[config.mk]
export PLATFORM = sky130hd
export DESIGN_NAME = fetch_refresh_dram_ctrl
export DESIGN_NICKNAME = d
export VERILOG_FILES = /design/src/rtl/dramc_pkg.sv /design/src/rtl/dramc_cycle_class.sv /design/src/rtl/dramc_seq.sv /design/src/rtl/dramc_addr_mux.sv /design/src/rtl/fetch_refresh_dram_ctrl.sv
export SDC_FILE = /design/constraint.sdc
export NUM_CORES = 1
export LEC_CHECK = 0
export BUFFER_PORTS_ARGS = -buffer_cell sky130_fd_sc_hd__buf_2
export CORE_MARGIN = 5
export CORE_UTILIZATION = 36
export CTS_BUF_LIST = sky130_fd_sc_hd__clkbuf_4
export CTS_CLUSTER_DIAMETER = 40
export DETAILED_ROUTE_END_ITERATION = 7
export PLACE_DENSITY_LB_ADDON = 0.3
export SYNTH_ARGS = -nofsm -noshare
export SYNTH_HDL_FRONTEND = slang
export SYNTH_HIERARCHICAL = 1
export SYNTH_SLANG_ARGS = --single-unit
[constraint.sdc]
create_clock -name clk -period 2.6 [get_ports clk]
set_input_delay 0.13 -clock clk [delete_from_list [all_inputs] [get_ports clk]]
set_output_delay 0.13 -clock clk [all_outputs]
set_load 0.01 [all_outputs]
[src/rtl/dramc_pkg.sv]
package dramc_pkg;

  typedef enum logic [3:0] {
    ST_IDLE,
    ST_ACT_RAS,
    ST_ACT_MUX,
    ST_ACT_CAS,
    ST_HID_PRE,
    ST_HID_RAS,
    ST_CBR_WAIT,
    ST_CBR_CAS,
    ST_CBR_RAS,
    ST_WAIT_ALE
  } dramc_state_e;

  function automatic int unsigned max_u(input int unsigned a, input int unsigned b);
    return (a > b) ? a : b;
  endfunction

endpackage

[src/rtl/dramc_cycle_class.sv]
module dramc_cycle_class (
  input  logic clk,
  input  logic rst_n,
  input  logic ale,
  input  logic io_m,
  input  logic s1,
  input  logic s0,
  input  logic dram_sel,
  input  logic wr_n,
  output logic is_fetch,
  output logic is_dram,
  output logic dram_we_n
);

  // Status and decode are captured for as long as the latch strobe is high.
  always_ff @(posedge clk) begin
    if (!rst_n) begin
      is_fetch  <= 1'b0;
      is_dram   <= 1'b0;
      dram_we_n <= 1'b1;
    end else begin
      if (ale) begin
        is_fetch <= !io_m && s1 && s0;
        is_dram  <= dram_sel;
      end
      dram_we_n <= wr_n;
    end
  end

endmodule

[src/rtl/dramc_seq.sv]
module dramc_seq
  import dramc_pkg::*;
#(
  parameter int unsigned PRE_CYC     = 2,
  parameter int unsigned REF_RAS_CYC = 2
) (
  input  logic clk,
  input  logic rst_n,
  input  logic ale,
  input  logic rd_n,
  input  logic wr_n,
  input  logic is_fetch,
  input  logic is_dram,
  output logic ras_n,
  output logic cas_n,
  output logic mux_col,
  output logic ref_active,
  output logic ref_done
);

  localparam int unsigned HOLD_MAX = max_u(PRE_CYC, REF_RAS_CYC);
  localparam int unsigned CNT_W    = $clog2(HOLD_MAX + 1);

  dramc_state_e state_q, state_d;
  logic [CNT_W-1:0] cnt_q, cnt_d;
  logic strobe;
  logic pre_last, ref_last;

  assign strobe   = !rd_n || !wr_n;
  assign pre_last = (cnt_q == CNT_W'(PRE_CYC - 1));
  assign ref_last = (cnt_q == CNT_W'(REF_RAS_CYC - 1));

  always_comb begin
    state_d = state_q;
    unique case (state_q)
      ST_IDLE: begin
        if (strobe && is_dram)                 state_d = ST_ACT_RAS;
        else if (!rd_n && is_fetch && !is_dram) state_d = ST_CBR_WAIT;
      end
      ST_ACT_RAS:  state_d = ST_ACT_MUX;
      ST_ACT_MUX:  state_d = ST_ACT_CAS;
      ST_ACT_CAS:  if (!strobe) state_d = is_fetch ? ST_HID_PRE : ST_WAIT_ALE;
      ST_HID_PRE:  if (pre_last) state_d = ST_HID_RAS;
      ST_HID_RAS:  if (ref_last) state_d = ST_WAIT_ALE;
      ST_CBR_WAIT: if (rd_n) state_d = ST_CBR_CAS;
      ST_CBR_CAS:  state_d = ST_CBR_RAS;
      ST_CBR_RAS:  if (ref_last) state_d = ST_WAIT_ALE;
      ST_WAIT_ALE: state_d = ST_WAIT_ALE;
      default:     state_d = ST_IDLE;
    endcase
    if (ale) state_d = ST_IDLE;
    cnt_d = (state_d != state_q) ? '0 : cnt_q + 1'b1;
  end

  always_ff @(posedge clk) begin
    if (!rst_n) begin
      state_q <= ST_IDLE;
      cnt_q   <= '0;
    end else begin
      state_q <= state_d;
      cnt_q   <= cnt_d;
    end
  end

  always_comb begin
    ras_n      = !(state_q inside {ST_ACT_RAS, ST_ACT_MUX, ST_ACT_CAS, ST_HID_RAS, ST_CBR_RAS});
    cas_n      = !(state_q inside {ST_ACT_CAS, ST_HID_PRE, ST_HID_RAS, ST_CBR_CAS, ST_CBR_RAS});
    mux_col    = state_q inside {ST_ACT_MUX, ST_ACT_CAS};
    ref_active = state_q inside {ST_HID_PRE, ST_HID_RAS, ST_CBR_CAS, ST_CBR_RAS};
  end

  assign ref_done = (state_q inside {ST_HID_RAS, ST_CBR_RAS}) && ref_last && !ale;

  // Precharge tracker for the refresh-spacing check.
  logic [CNT_W-1:0] ras_hi_q;
  always_ff @(posedge clk) begin
    if (!rst_n)                             ras_hi_q <= CNT_W'(PRE_CYC);
    else if (!ras_n)                        ras_hi_q <= '0;
    else if (ras_hi_q != CNT_W'(PRE_CYC))  ras_hi_q <= ras_hi_q + 1'b1;
  end

  assert_ale_idle_R1: assert property (@(posedge clk) disable iff (!rst_n)
    $past(ale) |-> (ras_n && cas_n && !mux_col));

  assert_mux_after_ras_R3: assert property (@(posedge clk) disable iff (!rst_n)
    $rose(mux_col) |-> (!ras_n && !$past(ras_n)));

  assert_cas_after_mux_R3: assert property (@(posedge clk) disable iff (!rst_n)
    ($fell(cas_n) && !ref_active) |-> (mux_col && $past(mux_col)));

  assert_cas_first_R7: assert property (@(posedge clk) disable iff (!rst_n)
    ($fell(ras_n) && !cas_n) |-> !$past(cas_n));

  assert_precharge_R9: assert property (@(posedge clk) disable iff (!rst_n)
    ($fell(ras_n) && !cas_n) |-> (32'(ras_hi_q) >= PRE_CYC));

endmodule

[src/rtl/dramc_addr_mux.sv]
module dramc_addr_mux #(
  parameter int unsigned ADDR_W = 20,
  parameter int unsigned ROW_W  = 10
) (
  input  logic              clk,
  input  logic              rst_n,
  input  logic [ADDR_W-1:0] addr,
  input  logic              mux_col,
  input  logic              ras_n,
  input  logic              ref_active,
  input  logic              ref_done,
  output logic [ROW_W-1:0]  dram_addr
);

  localparam int unsigned COL_W = ADDR_W - ROW_W;

  logic [ROW_W-1:0] ref_row_q;
  logic [ROW_W-1:0] row_part, col_part;

  assign row_part = addr[ROW_W-1:0];

  generate
    if (COL_W >= ROW_W) begin : g_col_full
      assign col_part = addr[ROW_W +: ROW_W];
    end else begin : g_col_pad
      assign col_part = {{(ROW_W-COL_W){1'b0}}, addr[ADDR_W-1:ROW_W]};
    end
  endgenerate

  always_ff @(posedge clk) begin
    if (!rst_n)        ref_row_q <= '0;
    else if (ref_done) ref_row_q <= ref_row_q + 1'b1;
  end

  always_comb begin
    if (ref_active)   dram_addr = ref_row_q;
    else if (mux_col) dram_addr = col_part;
    else              dram_addr = row_part;
  end

  assert_col_in_ras_R4: assert property (@(posedge clk) disable iff (!rst_n)
    mux_col |-> !ras_n);

endmodule

[src/rtl/fetch_refresh_dram_ctrl.sv]
module fetch_refresh_dram_ctrl #(
  parameter int unsigned ADDR_W      = 20,
  parameter int unsigned ROW_W       = 10,
  parameter int unsigned PRE_CYC     = 2,
  parameter int unsigned REF_RAS_CYC = 2
) (
  input  logic              clk,
  input  logic              rst_n,
  input  logic              ale,
  input  logic              rd_n,
  input  logic              wr_n,
  input  logic              io_m,
  input  logic              s1,
  input  logic              s0,
  input  logic              dram_sel,
  input  logic [ADDR_W-1:0] addr,
  output logic              ras_n,
  output logic              cas_n,
  output logic              mux_col,
  output logic [ROW_W-1:0]  dram_addr,
  output logic              dram_we_n,
  output logic              dram_oe
);

  logic is_fetch, is_dram, ref_active, ref_done;

  dramc_cycle_class u_class (
    .clk(clk), .rst_n(rst_n), .ale(ale), .io_m(io_m), .s1(s1), .s0(s0),
    .dram_sel(dram_sel), .wr_n(wr_n),
    .is_fetch(is_fetch), .is_dram(is_dram), .dram_we_n(dram_we_n)
  );

  dramc_seq #(.PRE_CYC(PRE_CYC), .REF_RAS_CYC(REF_RAS_CYC)) u_seq (
    .clk(clk), .rst_n(rst_n), .ale(ale), .rd_n(rd_n), .wr_n(wr_n),
    .is_fetch(is_fetch), .is_dram(is_dram),
    .ras_n(ras_n), .cas_n(cas_n), .mux_col(mux_col),
    .ref_active(ref_active), .ref_done(ref_done)
  );

  dramc_addr_mux #(.ADDR_W(ADDR_W), .ROW_W(ROW_W)) u_addr (
    .clk(clk), .rst_n(rst_n), .addr(addr), .mux_col(mux_col), .ras_n(ras_n),
    .ref_active(ref_active), .ref_done(ref_done), .dram_addr(dram_addr)
  );

  assign dram_oe = !rd_n && !cas_n;

endmodule

=== Word-level counts from Yosys, hierarchy flattened ===
Index checks and enable logic that the tools add are counted.
W data, S select, Z words.

* Register bits after elaboration: 19
* Input bits: 29
* Output and inout port bits: 15
* Word-level logic and storage cells: 55

* $add $sub $neg: 2
* Equality and inequality tests: 11
* Mux-type cells: 11
* Bitwise logic cells: 1
* Reduce and logical (&&, ||, !) cells: 24

{| class="wikitable"
|+ Operators by type and width
! operator !! number
|-
| $pmux W4 S9 || 1
|-
| $mux W4 || 8
|-
| $mux W10 || 2
|-
| $eq A4 B3 Y1 const B || 4
|-
| $add A10 B1 Y10 const B || 1
|-
| $reduce_bool A5 Y1 || 2
|-
| $eq A4 B2 Y1 const B || 2
|-
| $eq A4 B4 Y1 const B || 2
|-
| $logic_and A1 B1 Y1 || 8
|-
| $logic_not A1 Y1 || 7
|-
| $eq A4 B1 Y1 const B || 1
|-
| $logic_not A4 Y1 || 1
|-
| $ne A4 B4 Y1 || 1
|-
| $reduce_bool A2 Y1 || 2
|-
| $reduce_bool A4 Y1 || 1
|-
| $reduce_or A2 Y1 || 2
|-
| $add A2 B1 Y2 const B || 1
|-
| $eq A2 B1 Y1 const B || 1
|-
| $logic_or A1 B1 Y1 || 1
|-
| $not A1 Y1 || 1
|}

=== Longest topological paths before layout ===
* Depth after elaboration: 9
* Gate-level depth with buffers: 9
* Gate-level depth less buffers: 7

=== Cells and area by module ===
Netlist, hierarchy kept.

{| class="wikitable"
|+ Modules (own cells, without submodules)
! module !! instances !! cells an instance !! area an instance (um2) !! sequential area each (um2)
|-
| dramc_addr_mux || 1 || 82 || 649.4 || 200.2
|-
| dramc_seq || 1 || 89 || 620.6 || 120.1
|-
| dramc_cycle_class || 1 || 9 || 105.1 || 60.1
|-
| fetch_refresh_dram_ctrl || 1 || 1 || 3.8 || 0.0
|}

=== Worst setup path before layout ===
Ideal clock, no wire load.

* Kind: reg-to-reg
* Start: register u_seq.state_q[0]
* End: register u_addr.ref_row_q[7]
* Setup time: 0.072 ns
* Arrival: 1.881 ns
* Required time: 2.528 ns
* Slack: 0.647 ns
* Stages on the path, launching flop included: 9
* Buffers on the path: 3
* Clock period less this slack: 1.953 ns
* Cells stage by stage: dfxtp_1 -> buf_2 -> clkbuf_1 -> nand3_1 -> a21oi_1 -> buf_2 -> nand4_4 -> or4_1 -> a21oi_1

* Longest elaborated chain between the ends: 4
* Elaborated cells between the ends (all ways): 5
* Classes of those cells: 2 x eq/ne; 3 x reduce/logical

{| class="wikitable"
|+ RTL lines
! item !! line !! text
|-
| start: declaration || dramc_seq.sv:24 || <nowiki>dramc_state_e state_q, state_d;</nowiki>
|-
| start signal: assignment || dramc_seq.sv:60 || <nowiki>state_q <= state_d;</nowiki>
|-
| $eq A4 B3 Y1 / $eq A4 B4 Y1 (equally long branches) || dramc_seq.sv:72 || <nowiki>assign ref_done = (state_q inside {ST_HID_RAS, ST_CBR_RAS}) && ref_last && !ale;</nowiki>
|-
| $reduce_bool A2 Y1 (*) || dramc_seq.sv:72 ||
|-
| $logic_and A1 B1 Y1 (*) (2 in a row) || dramc_seq.sv:72 ||
|-
| net ref_done || fetch_refresh_dram_ctrl.sv:25 || <nowiki>logic is_fetch, is_dram, ref_active, ref_done;</nowiki>
|-
| end signal: assignment || dramc_addr_mux.sv:32 || <nowiki>else if (ref_done) ref_row_q <= ref_row_q + 1'b1;</nowiki>
|-
| end: declaration || dramc_addr_mux.sv:17 || <nowiki>logic [ROW_W-1:0] ref_row_q;</nowiki>
|}

Mark *: on every way through the listed nets, which the timed path passes. The rest lies on a longest branch.
A chain may end at the register's enable or synchronous reset.

=== Worst setup path after layout ===
* Start: register u_seq.state_q[0]
* End: output dram_oe

* Longest elaborated chain between the ends: 3
* Elaborated cells between the ends (all ways): 7
* Classes of those cells: 5 x eq/ne; 2 x reduce/logical

{| class="wikitable"
|+ RTL lines
! item !! line !! text
|-
| $eq A4 B2 Y1, or another cell as far along || dramc_seq.sv:67 || <nowiki>cas_n = !(state_q inside {ST_ACT_CAS, ST_HID_PRE, ST_HID_RAS, ST_CBR_CAS, ST_CBR_RAS});</nowiki>
|-
| $reduce_bool A5 Y1 (*) || dramc_seq.sv:67 ||
|-
| $logic_and A1 B1 Y1 (*) || fetch_refresh_dram_ctrl.sv:45 || <nowiki>assign dram_oe = !rd_n && !cas_n;</nowiki>
|-
| end: declaration || fetch_refresh_dram_ctrl.sv:22 || <nowiki>output logic dram_oe</nowiki>
|}

Every way passes the cells marked *; elsewhere a longest branch is shown, timed or not.

==> results.sh <==
export IMPL_synth_most_common_cell="nand2_1"
export IMPL_synthTopCellsByArea="dfxtp_1, mux2i_1, nand2_1"
export IMPL_final_max_slew_viol_count=0
export IMPL_crit_reg2reg_launch="u_seq/state_q[0]"
export IMPL_synth_top_family_by_area="simple AND/OR/NAND/NOR gates"
export IMPL_syn_num_nets=212
export IMPL_antenna_found_initial=0
export IMPL_grt_use_total_pct=14.05
export IMPL_drtAntennaViolNets=0
export IMPL_synthMuxAreaShare_pct=11.80
export IMPL_io_buffers=43
export IMPL_hp_class="in -> reg"
export IMPL_dr_pass1_iters=4
export IMPL_cp_data_required_time_ps=2470
export IMPL_power_frac_clock_pct=28.0
export IMPL_cts_reportedPaths_clkPinSlew_ps=110
export IMPL_setup_tns_ps=0
export IMPL_cap_violations=0
export IMPL_io_pins=44
export IMPL_cts_inserted_buffers=3
export IMPL_synth_compound_area_share_pct=24.41
export IMPL_synth_largest_area_cell="dfxtp_1"
export IMPL_die_area_mm2=0.005167
export IMPL_synth_edff_count=0
export IMPL_cts_max_path_buffers=2
export IMPL_cts_sinks=19
export IMPL_synth_area_mm2=0.001379
export IMPL_p_leak_nw=0.6598
export IMPL_cts_root_buf="clkbuf_4"
export IMPL_cts_resized=0
export IMPL_grt_pass1_wl_um=5920
export IMPL_p_sw_mw=0.1432
export IMPL_ctsHoldBuffers=0
export IMPL_yosys_register_bits=19
export IMPL_cp_start_kind="flop"
export IMPL_fmax_mhz=467.1
export IMPL_grt_start_max_net_pins=22
export IMPL_area_growth_syn_to_layout_pct=20.33
export IMPL_cts_tree="yes"
export IMPL_fp_row_count=22
export IMPL_async_flop_share_pct=0
export IMPL_place_gp_congestion=0.8822
export IMPL_htreeDepth=1
export IMPL_yosys_area_top_type_share_pct=27.59
export IMPL_setup_viol=0
export IMPL_seq_area_frac_synth_pct=27.59
export IMPL_drtIter0Drc=130
export IMPL_synth_common_cells="nand2_1, dfxtp_1, nor2_1, a21oi_1, mux2i_1"
export IMPL_hold_viol=0
export IMPL_core_area_mm2=0.003689
export IMPL_num_antenna_cells=0
export IMPL_place_area_mm2=0.001629
export IMPL_syn_avg_cell_area_um2=7.618
export IMPL_wire_per_inst_um=12.85
export IMPL_num_vias=1424
export IMPL_overflow=0
export IMPL_combinationalPowerShare_pct=17.5
export IMPL_p_int_mw=0.4157
export IMPL_crit_path_max_fanout=17
export IMPL_yosysUniqueCellTypes=42
export IMPL_slew_headroom_pct=56.91
export IMPL_start_util_pct=37.38
export IMPL_r2r_end="u_seq/cnt_q[1]"
export IMPL_worstHoldStart="wr_n"
export IMPL_p_sw_share_pct=25.62
export IMPL_die_x_um=71.89
export IMPL_synth_simple_area_share_pct=25.05
export IMPL_drive_gt1_share_pct=24.89
export IMPL_ys_warn_count=6
export IMPL_insertion_delay_ps=290
export IMPL_fin_crit_sh_pct=82.35
export IMPL_remaining_drc_errors=0
export IMPL_synthFlopType="dfxtp_1"
export IMPL_wl_um=3457
export IMPL_synthXorXnorAreaFrac_pct=3.176
export IMPL_vias_per_cell=5.294
export IMPL_worst_pin_slew_ps=645.5
export IMPL_worstHoldEndpoint="u_class/dram_we_n"
export IMPL_reg2reg_slack_ps=520
export IMPL_peakVddDrop_mv=0.1595
export IMPL_syn_instance_count=181
export IMPL_ff2ff_path_depth=5
export IMPL_fin_crit_ps=2141
export IMPL_critPathCaptureType="primary output"
export IMPL_final_cell_area_mm2=0.001659
export IMPL_whs_path_depth=2
export IMPL_grt_pass1_vias=1326
export IMPL_die_y_um=71.89
export IMPL_fin_skew_ps=5.817
export IMPL_hpwl_um=2736
export IMPL_post_cts_buffers=0
export IMPL_critPathKind="reg -> out"
export IMPL_seq_power_share_pct=54.5
export IMPL_nets=253
export IMPL_arrival_ps=2010
export IMPL_power_density_mw_per_mm2=336.9
export IMPL_synth_fa_ha_area_share_pct=1.815
export IMPL_rsz0062_at_grt="no"
export IMPL_status="completed"
[state kept, by name (all words and copies together) (netlist names)]
name / cells
u_class/is_fetch: 1
u_seq/state_q: 4
u_addr/ref_row_q: 10
u_class/dram_we_n: 1
u_seq/cnt_q: 2
u_class/is_dram: 1
[final cells by class]
type	instances	area, µm²
Fill cell	399	2029
Multi-Input combinational cell	143	913.4
Timing Repair Buffer	47	245.2
Inverter	8	30.03
Tap cell	48	60.06
Sequential cell	19	380.4
Clock buffer	4	30.03
[routing by layer]
metal  vias to the layer above  track usage [%]  share of wire, %
met5                         -                0                 0
met4                         0            4.384               1.2
met3                         4            2.104               4.6
met2                        39            23.37                49
met1                       643            18.59                46
li1                        738                -                 -
[power by group through the flow]
stage          Clock [mW]  Combinational (mW)  Sequential [mW]
2_1_floorplan           0              0.0570            0.308
3_3_place_gp            0              0.0985            0.311
5_1_grt             0.178               0.111            0.306
4_1_cts             0.163              0.0991            0.304
3_5_place_dp            0              0.0987            0.311
6_report            0.157              0.0977            0.304
[cells by family (layout without fill, tap and decap cells)]
logic type      after synthesis  after routing
buf+inv                      19             59
mux                          15             15
compound gates               53             53
fa+ha+maj                     2              2
flops                        19             19
simple gates                 68             68
xor+xnor                      5              5
[how the worst max path moves through the flow]
stage,startpoint,end,cells after the start
floorplan,u_seq/state_q[0],u_addr/ref_row_q[7],8
global placement,u_seq/state_q[0],u_addr/ref_row_q[7],6
detailed placement,u_seq/state_q[0],u_seq/cnt_q[1],5
CTS,u_seq/state_q[1],dram_addr[3],6
global route,u_seq/state_q[1],dram_addr[3],6
finish,u_seq/state_q[0],dram_oe,6
[metrics by stage]
stage | std cells | total power, mW | setup WS (ps) | util, % | hold slack (ps)
global placement | 265 | 0.4095 | 604.0 | 44.17 | 389.7
floorplan | 181 | 0.3646 | 646.8 | - | 203.0
global route | 269 | 0.5947 | 234.2 | 44.98 | 97.11
detailed placement | 265 | 0.4098 | 581.7 | 44.17 | 394.0
CTS | 269 | 0.5662 | 456.3 | 44.98 | 83.08
finish | 269 | 0.5589 | 458.9 | 44.98 | 89.25
[layout by cell type, fill, tap and decap left out, types with 4 or more instances in the layout]
| cell type | n |
|---|---|
| nand2b_1 | 4 |
| nand4_1 | 4 |
| xor2_1 | 4 |
| a21oi_1 | 15 |
| mux2i_1 | 14 |
| o21ai_0 | 10 |
| nand2_1 | 25 |
| dfxtp_1 | 19 |
| nor2_1 | 16 |
| a31oi_1 | 4 |
| clkbuf_4 | 4 |
| buf_4 | 4 |
| buf_2 | 43 |
| o31ai_1 | 4 |
| nand3_1 | 4 |
| inv_1 | 6 |
| o21ai_1 | 6 |
[worst max-delay path, stage by stage, from the launching register on]
cell	delay [ps]
dfxtp_1	690
clkinv_1	320
nand3_1	190
a21oi_1	90
a31oi_1	220
nor2_1	70
buf_2	140
(Power assumes the default switching activity.)
